$ cat src/rtl/spi_regacc_pkg.sv
package spi_regacc_pkg;

  localparam int ADDR_W = 16;
  localparam int DATA_W = 32;

  localparam logic [7:0] OP_LOAD_ADDR = 8'h20;
  localparam logic [7:0] OP_REG_WRITE = 8'h2D;
  localparam logic [7:0] OP_REG_READ  = 8'h6D;

  typedef enum logic [2:0] {
    SQ_IDLE,
    SQ_ADDR,
    SQ_GAP,
    SQ_DATA,
    SQ_TAIL
  } seq_state_t;

  // Deselect time in clock cycles, rounded up, never below one.
  function automatic int gap_cycles(input int ns, input int khz);
    longint prod;
    int     c;
    prod = longint'(ns) * longint'(khz);
    c    = int'((prod + 64'sd999_999) / 64'sd1_000_000);
    return (c < 1) ? 1 : c;
  endfunction

endpackage

$ cat src/rtl/spi_regacc_byte.sv
module spi_regacc_byte #(
  parameter int SCLK_DIV = 4
) (
  input  logic       clk,
  input  logic       rst,
  input  logic       start,
  input  logic [7:0] tx_byte,
  input  logic       miso,
  output logic       sclk,
  output logic       mosi,
  output logic       byte_done,
  output logic [7:0] rx_byte
);

  localparam int DIV = (SCLK_DIV < 2) ? 2 : SCLK_DIV;
  localparam int LO  = DIV / 2;
  localparam int HI  = DIV - LO;
  localparam int CW  = $clog2(DIV + 1);

  logic          active;
  logic          sclk_q;
  logic          done_q;
  logic [2:0]    bit_cnt;
  logic [CW-1:0] div_cnt;
  logic [CW-1:0] phase_end;
  logic [7:0]    tx_sh;
  logic [7:0]    rx_sh;

  assign phase_end = sclk_q ? CW'(HI - 1) : CW'(LO - 1);

  always_ff @(posedge clk) begin
    if (rst) begin
      active  <= 1'b0;
      sclk_q  <= 1'b0;
      done_q  <= 1'b0;
      bit_cnt <= '0;
      div_cnt <= '0;
      tx_sh   <= '0;
      rx_sh   <= '0;
    end else begin
      done_q <= 1'b0;
      if (!active) begin
        if (start) begin
          active  <= 1'b1;
          tx_sh   <= tx_byte;
          bit_cnt <= '0;
          div_cnt <= '0;
          sclk_q  <= 1'b0;
        end
      end else if (div_cnt == phase_end) begin
        div_cnt <= '0;
        if (!sclk_q) begin
          // rising edge: capture the incoming bit
          sclk_q <= 1'b1;
          rx_sh  <= {rx_sh[6:0], miso};
        end else begin
          // falling edge: present the next outgoing bit
          sclk_q <= 1'b0;
          if (bit_cnt == 3'd7) begin
            active <= 1'b0;
            done_q <= 1'b1;
          end else begin
            bit_cnt <= bit_cnt + 3'd1;
            tx_sh   <= {tx_sh[6:0], 1'b0};
          end
        end
      end else begin
        div_cnt <= div_cnt + CW'(1);
      end
    end
  end

  assign sclk      = sclk_q;
  assign mosi      = tx_sh[7];
  assign byte_done = done_q;
  assign rx_byte   = rx_sh;

endmodule

$ cat src/rtl/spi_regacc_gap.sv
module spi_regacc_gap #(
  parameter int CYCLES = 20
) (
  input  logic clk,
  input  logic rst,
  input  logic run,
  output logic expired
);

  localparam int LIM = (CYCLES < 1) ? 1 : CYCLES;
  localparam int CW  = $clog2(LIM + 1);

  logic [CW-1:0] cnt;

  assign expired = run && (cnt == CW'(LIM - 1));

  always_ff @(posedge clk) begin
    if (rst || !run) begin
      cnt <= '0;
    end else if (!expired) begin
      cnt <= cnt + CW'(1);
    end
  end

endmodule

$ cat src/rtl/spi_regacc_master.sv
module spi_regacc_master
  import spi_regacc_pkg::*;
#(
  parameter int CLK_KHZ  = 250_000,
  parameter int GAP_NS   = 80,
  parameter int SCLK_DIV = 4
) (
  input  logic              clk,
  input  logic              rst,
  input  logic              req_valid,
  input  logic              req_write,
  input  logic              req_wide,
  input  logic [ADDR_W-1:0] req_addr,
  input  logic [DATA_W-1:0] req_wdata,
  output logic              busy,
  output logic              done,
  output logic [DATA_W-1:0] rdata,
  output logic              sclk,
  output logic              cs_n,
  output logic              mosi,
  input  logic              miso
);

  localparam int GAP_CYC = gap_cycles(GAP_NS, CLK_KHZ);

  seq_state_t        st;
  logic              busy_q;
  logic              done_q;
  logic              cs_q;
  logic [DATA_W-1:0] rdata_q;
  logic [DATA_W-1:0] acc;
  logic [DATA_W-1:0] wsh;
  logic [ADDR_W-1:0] ash;
  logic              wr_q;
  logic              wide_q;
  logic [2:0]        idx;
  logic [2:0]        last_idx;
  logic              start_q;
  logic [7:0]        tx_q;
  logic              byte_done;
  logic [7:0]        rx_byte;
  logic              gap_run;
  logic              gap_expired;

  spi_regacc_byte #(.SCLK_DIV(SCLK_DIV)) u_byte (
    .clk       (clk),
    .rst       (rst),
    .start     (start_q),
    .tx_byte   (tx_q),
    .miso      (miso),
    .sclk      (sclk),
    .mosi      (mosi),
    .byte_done (byte_done),
    .rx_byte   (rx_byte)
  );

  assign gap_run = (st == SQ_GAP) || (st == SQ_TAIL);

  spi_regacc_gap #(.CYCLES(GAP_CYC)) u_gap (
    .clk     (clk),
    .rst     (rst),
    .run     (gap_run),
    .expired (gap_expired)
  );

  // index of the final byte in the data frame
  always_comb begin
    if (wr_q) last_idx = wide_q ? 3'd4 : 3'd2;
    else      last_idx = wide_q ? 3'd5 : 3'd3;
  end

  always_ff @(posedge clk) begin
    if (rst) begin
      st      <= SQ_IDLE;
      busy_q  <= 1'b0;
      done_q  <= 1'b0;
      cs_q    <= 1'b1;
      rdata_q <= '0;
      acc     <= '0;
      wsh     <= '0;
      ash     <= '0;
      wr_q    <= 1'b0;
      wide_q  <= 1'b0;
      idx     <= '0;
      start_q <= 1'b0;
      tx_q    <= '0;
    end else begin
      start_q <= 1'b0;
      done_q  <= 1'b0;
      unique case (st)
        SQ_IDLE: begin
          if (req_valid) begin
            wr_q    <= req_write;
            wide_q  <= req_wide;
            ash     <= req_addr;
            wsh     <= req_wide ? req_wdata : {req_wdata[15:0], 16'h0000};
            acc     <= '0;
            busy_q  <= 1'b1;
            cs_q    <= 1'b0;
            start_q <= 1'b1;
            tx_q    <= OP_LOAD_ADDR;
            idx     <= '0;
            st      <= SQ_ADDR;
          end
        end
        SQ_ADDR: begin
          if (byte_done) begin
            if (idx == 3'd2) begin
              cs_q <= 1'b1;
              st   <= SQ_GAP;
            end else begin
              idx     <= idx + 3'd1;
              tx_q    <= ash[15:8];
              ash     <= {ash[7:0], 8'h00};
              start_q <= 1'b1;
            end
          end
        end
        SQ_GAP: begin
          if (gap_expired) begin
            cs_q    <= 1'b0;
            start_q <= 1'b1;
            tx_q    <= wr_q ? OP_REG_WRITE : OP_REG_READ;
            idx     <= '0;
            st      <= SQ_DATA;
          end
        end
        SQ_DATA: begin
          if (byte_done) begin
            if (!wr_q && idx >= 3'd2) acc <= {acc[23:0], rx_byte};
            if (idx == last_idx) begin
              cs_q   <= 1'b1;
              done_q <= 1'b1;
              if (!wr_q) rdata_q <= {acc[23:0], rx_byte};
              st     <= SQ_TAIL;
            end else begin
              idx     <= idx + 3'd1;
              start_q <= 1'b1;
              tx_q    <= wr_q ? wsh[31:24] : 8'h00;
              if (wr_q) wsh <= {wsh[23:0], 8'h00};
            end
          end
        end
        SQ_TAIL: begin
          if (gap_expired) begin
            busy_q <= 1'b0;
            st     <= SQ_IDLE;
          end
        end
        default: st <= SQ_IDLE;
      endcase
    end
  end

  assign busy  = busy_q;
  assign done  = done_q;
  assign cs_n  = cs_q;
  assign rdata = rdata_q;

endmodule

$ cat config.mk
export PLATFORM = sky130hd
export DESIGN_NAME = spi_regacc_master
export DESIGN_NICKNAME = d
export VERILOG_FILES = /design/src/rtl/spi_regacc_pkg.sv /design/src/rtl/spi_regacc_byte.sv /design/src/rtl/spi_regacc_gap.sv /design/src/rtl/spi_regacc_master.sv
export SDC_FILE = /design/constraint.sdc
export NUM_CORES = 1
export LEC_CHECK = 0
export ABC_AREA = 1
export ABC_CLOCK_PERIOD_IN_PS = 2400
export CELL_PAD_IN_SITES_DETAIL_PLACEMENT = 1
export CELL_PAD_IN_SITES_GLOBAL_PLACEMENT = 2
export CORE_UTILIZATION = 32
export DETAILED_ROUTE_END_ITERATION = 7
export PLACE_DENSITY = 0.84
export REMOVE_ABC_BUFFERS = 1
export SLEW_MARGIN = 25
export SYNTH_ARGS = -nofsm -noshare
export SYNTH_HDL_FRONTEND = slang
export SYNTH_SLANG_ARGS = --single-unit
$ cat constraint.sdc
create_clock -name clk -period 2.4 [get_ports clk]
set_input_delay 0.48 -clock clk [delete_from_list [all_inputs] [get_ports clk]]
set_output_delay 0.48 -clock clk [all_outputs]
set_load 0.05 [all_outputs]
==> out/metrics.csv <==
stage,metric,value,unit
route,Avg Vias per Cell,4.67,
floorplanning,Initial Util,0.328,
cts,clock root buffer,clkbuf_16,
logic_synthesis,Synth top area share,0.444,
pwr,sw power,0.00371,W
layout,area occupied by multi-input gates,0.00330,mm²
logic_synthesis,Syn Area/Cell,6.58,µm²
pwr,standby leakage power,3.66,nW
pwr,clock share of power,0.275,
floorplanning,num ports,91,
layout,Area Growth Syn to Fin,26.8,%
timing,max_slew headroom,0.620,
logic_synthesis,Post-synth EDFFs,0,
floorplanning,Die Y,149,µm
pwr,sw frac,0.386,
route,DR vias,6647,
logic_synthesis,"flops & latches, synth",154,
critical_path,worst setup path class,register to primary output,
timing,worst slew pin tran,0.570,ns
timing,minimum clock period,2.14,ns
global_route,met3 GRT Util,0.0281,
cts,hold buffers post-CTS,0,
layout,share of layout cells above drive strength 1,0.0618,
logic_synthesis,cell area after synthesis,0.00694,mm²
min_path,type of the worst min-delay path,register to register,
placed_design,pre-CTS setup slack,0.180,ns
global_route,Total GRT Usage,0.181,
cts,worst-skew pair later-pin latency,0.43,ns
logic_synthesis,Area contributors post-synth,"dfxtp_1 (44%), nand2_1 (14%), nor2_1 (13%)",
route,DR pass1 iterations,4,
cts,clock slew at reported path FFs,0.06,ns
placed_design,GPL Wtd Cong,0.789,
logic_synthesis,Cells after Synth,1055,
critical_path,CP endpoint kind,primary output,
critical_path,critical path buffer and inverter count,1,
critical_path,critical path's slowest cell,clkdlybuf4s50_1,
global_route,gr busiest metal,met2,
timing,RSZ-0062 raised after global routing,false,
pwr,total power,0.00961,W
logic_synthesis,most used flip-flop cell after synthesis,dfxtp_1,
placed_design,DP HPWL,13.1,mm
logic_synthesis,"Async S/R FF share, synth",0,
route,DRC viols,0,
layout,Diodes inserted,0,
cts,postcts setup bufs,0,
cts,post-CTS sizing,0,
logic_synthesis,cell taking the most area after synthesis,dfxtp_1,
outcome,status,finished clean,
cts,cts bufs inserted,17,
timing,"Hold Vio Cnt, Final",0,
floorplanning,Die X,149,µm
critical_path,CP top delay family,buffers and inverters,
pwr,total power per unit cell area,1090,mW/mm²
global_route,first-pass GRT wire length,32.1,mm
timing,final setup vio count,0,
flow_run,Max Cap Viol,0,
floorplanning,Core Region,0.0212,mm²
floorplanning,row count,53,
placed_design,Placed Area,0.00821,mm²
global_route,met1 Resource Use GR,0.231,
critical_path,Startpoint Class,register,
timing,final clock skew,0.00961,ns
route,DRT iter0 DRCs,289,
cts,TritonCTS Sinks,154,
critical_path,"critical path, cell by cell",clkdlybuf4s50_1,
logic_synthesis,most common library cells after synthesis,"nand2_1 (256), nor2_1 (232), dfxtp_1 (154)",
timing,final worst slack,0.265,ns
critical_path,CP max stage delay,0.83,ns
cts,CTS tree,built,
route,final wirelength,18.9,mm
layout,register area,0.00308,mm²
pwr,Sequential Power Share,0.384,
timing,fmax,0.468,GHz
logic_synthesis,register area share after synthesis,0.444,
critical_path,"Max FO, Critical Path",4,
global_route,vias in the first global route,6598,
pwr,Comb pwr share,0.341,
placed_design,I/O Buffers,90,
placed_design,dpl cells,1392,
critical_path,CP Data Required Time,1.92,ns
global_route,largest net degree at the start of global routing,42,
layout,Finished Layout Cells,1424,
route,number of routed nets with antenna violations,0,
pwr,VDD IR max,0.438,mV
logic_synthesis,Yosys warning count,0,
layout,# fillers,2713,
timing,Final period util,0.890,
global_route,initial antenna violation count,0,
global_route,grt met2 use,0.309,
logic_synthesis,Netlist cell types,28,
global_route,GRT Residual Overflow,0,
logic_synthesis,"count leader, synth",nand2_1,
timing,Final Max Tran Viols,0,
floorplanning,die area,0.0223,mm²
critical_path,CP arrival,1.66,ns
route,routed len/inst,13.3,µm
cts,H-tree levels,4,
cts,clock tree buffer depth,2,
layout,Nets,1195,
pwr,Internal,0.00590,W
timing,Final TNS setup,0,ns
layout,final instance area,0.00879,mm²
[sequential cells by signal (all words and copies together), names as in the netlist, 3 cells and up]
register	count
u_gap.cnt	5
u_byte.div_cnt	3
ash	16
idx	3
u_byte.tx_sh	8
st	3
acc	24
u_byte.bit_cnt	3
rdata	32
u_byte.rx_byte	8
tx_q	8
wsh	32
[power by group through the flow]
| stage | Clock [W] | Combinational (W) | Sequential [W] |
|---|---|---|---|
| 2_1_floorplan | 0 | 0.00225 | 0.00366 |
| 3_3_place_gp | 0 | 0.00323 | 0.00372 |
| 5_1_grt | 0.00282 | 0.00381 | 0.00379 |
| 4_1_cts | 0.00270 | 0.00335 | 0.00370 |
| 6_report | 0.00265 | 0.00328 | 0.00369 |
| 3_5_place_dp | 0 | 0.00332 | 0.00374 |
[layout make-up]
| type | instances | share of cell area |
|---|---|---|
| Clock buffer | 18 | 0.0499 |
| Clock inverter | 14 | 0.0155 |
| Inverter | 78 | 0.0333 |
| Multi-Input combinational cell | 764 | 0.376 |
| Sequential cell | 154 | 0.351 |
| Tap cell | 275 | 0.0391 |
| Timing Repair Buffer | 121 | 0.136 |
[metrics by stage]
step / util / hold WS (ns)
6_report: 0.416 / 0.459
5_1_grt: 0.416 / 0.489
4_1_cts: 0.416 / 0.467
3_5_place_dp: 0.388 / 0.454
3_3_place_gp: 0.388 / 0.448
2_1_floorplan: - / 0.427
[cell families (layout without fill, tap and decap cells)]
logic type	Yosys count	after routing	synth area share
AO/OA/AOI/OAI	194	194	0.142
XOR/XNOR	3	3	0.00379
adder cells (fa/ha/maj)	5	5	0.00902
buffers and inverters	137	231	0.0817
flip-flops	154	154	0.444
AND/OR/NAND/NOR	562	562	0.320
[metal layers]
layer	wire (µm)	share of wire
met5	0	0
met4	301	0.016
met3	492	0.026
met2	8980	0.47
met1	9160	0.48
[path summary, 6_finish.rpt]
kind                                       end                          from  depth (start not counted)  slack (ns)
setup / recovery                          sclk      u_byte.sclk$_SDFFE_PP0P_                          1        0.26
hold / removal    u_byte.tx_sh[2]$_SDFFE_PP0P_  u_byte.tx_sh[2]$_SDFFE_PP0P_                          2        0.46
setup reg to reg        rdata[28]$_SDFFE_PP0P_            st[0]$_SDFFE_PP0P_                          9        0.26
hold reg to reg   u_byte.tx_sh[2]$_SDFFE_PP0P_  u_byte.tx_sh[2]$_SDFFE_PP0P_                          2        0.46
[cell usage in the layout, fill, tap and decap left out, drive strengths merged, types with 2 or more instances in the layout]
| cell | netlist | final |
|---|---|---|
| dfxtp | 154 | 154 |
| clkinvlp | 0 | 5 |
| clkdlybuf4s50 | 0 | 90 |
| o21ai | 119 | 119 |
| clkinv | 3 | 4 |
| ha | 5 | 5 |
| nor2 | 234 | 234 |
| a21oi | 70 | 70 |
| clkbuf | 34 | 18 |
| nand2 | 256 | 256 |
| nand4 | 3 | 3 |
| nand3 | 64 | 64 |
| nor3 | 3 | 3 |
| xnor2 | 2 | 2 |
| inv | 75 | 82 |
| buf | 25 | 31 |
| o211ai | 2 | 2 |
[worst min-delay path: stages, from the launching register on]
cell and delay (ns):
dfxtp_1 0.30, inv_1 0.06, a21oi_1 0.06
(Power assumes the default switching activity.)
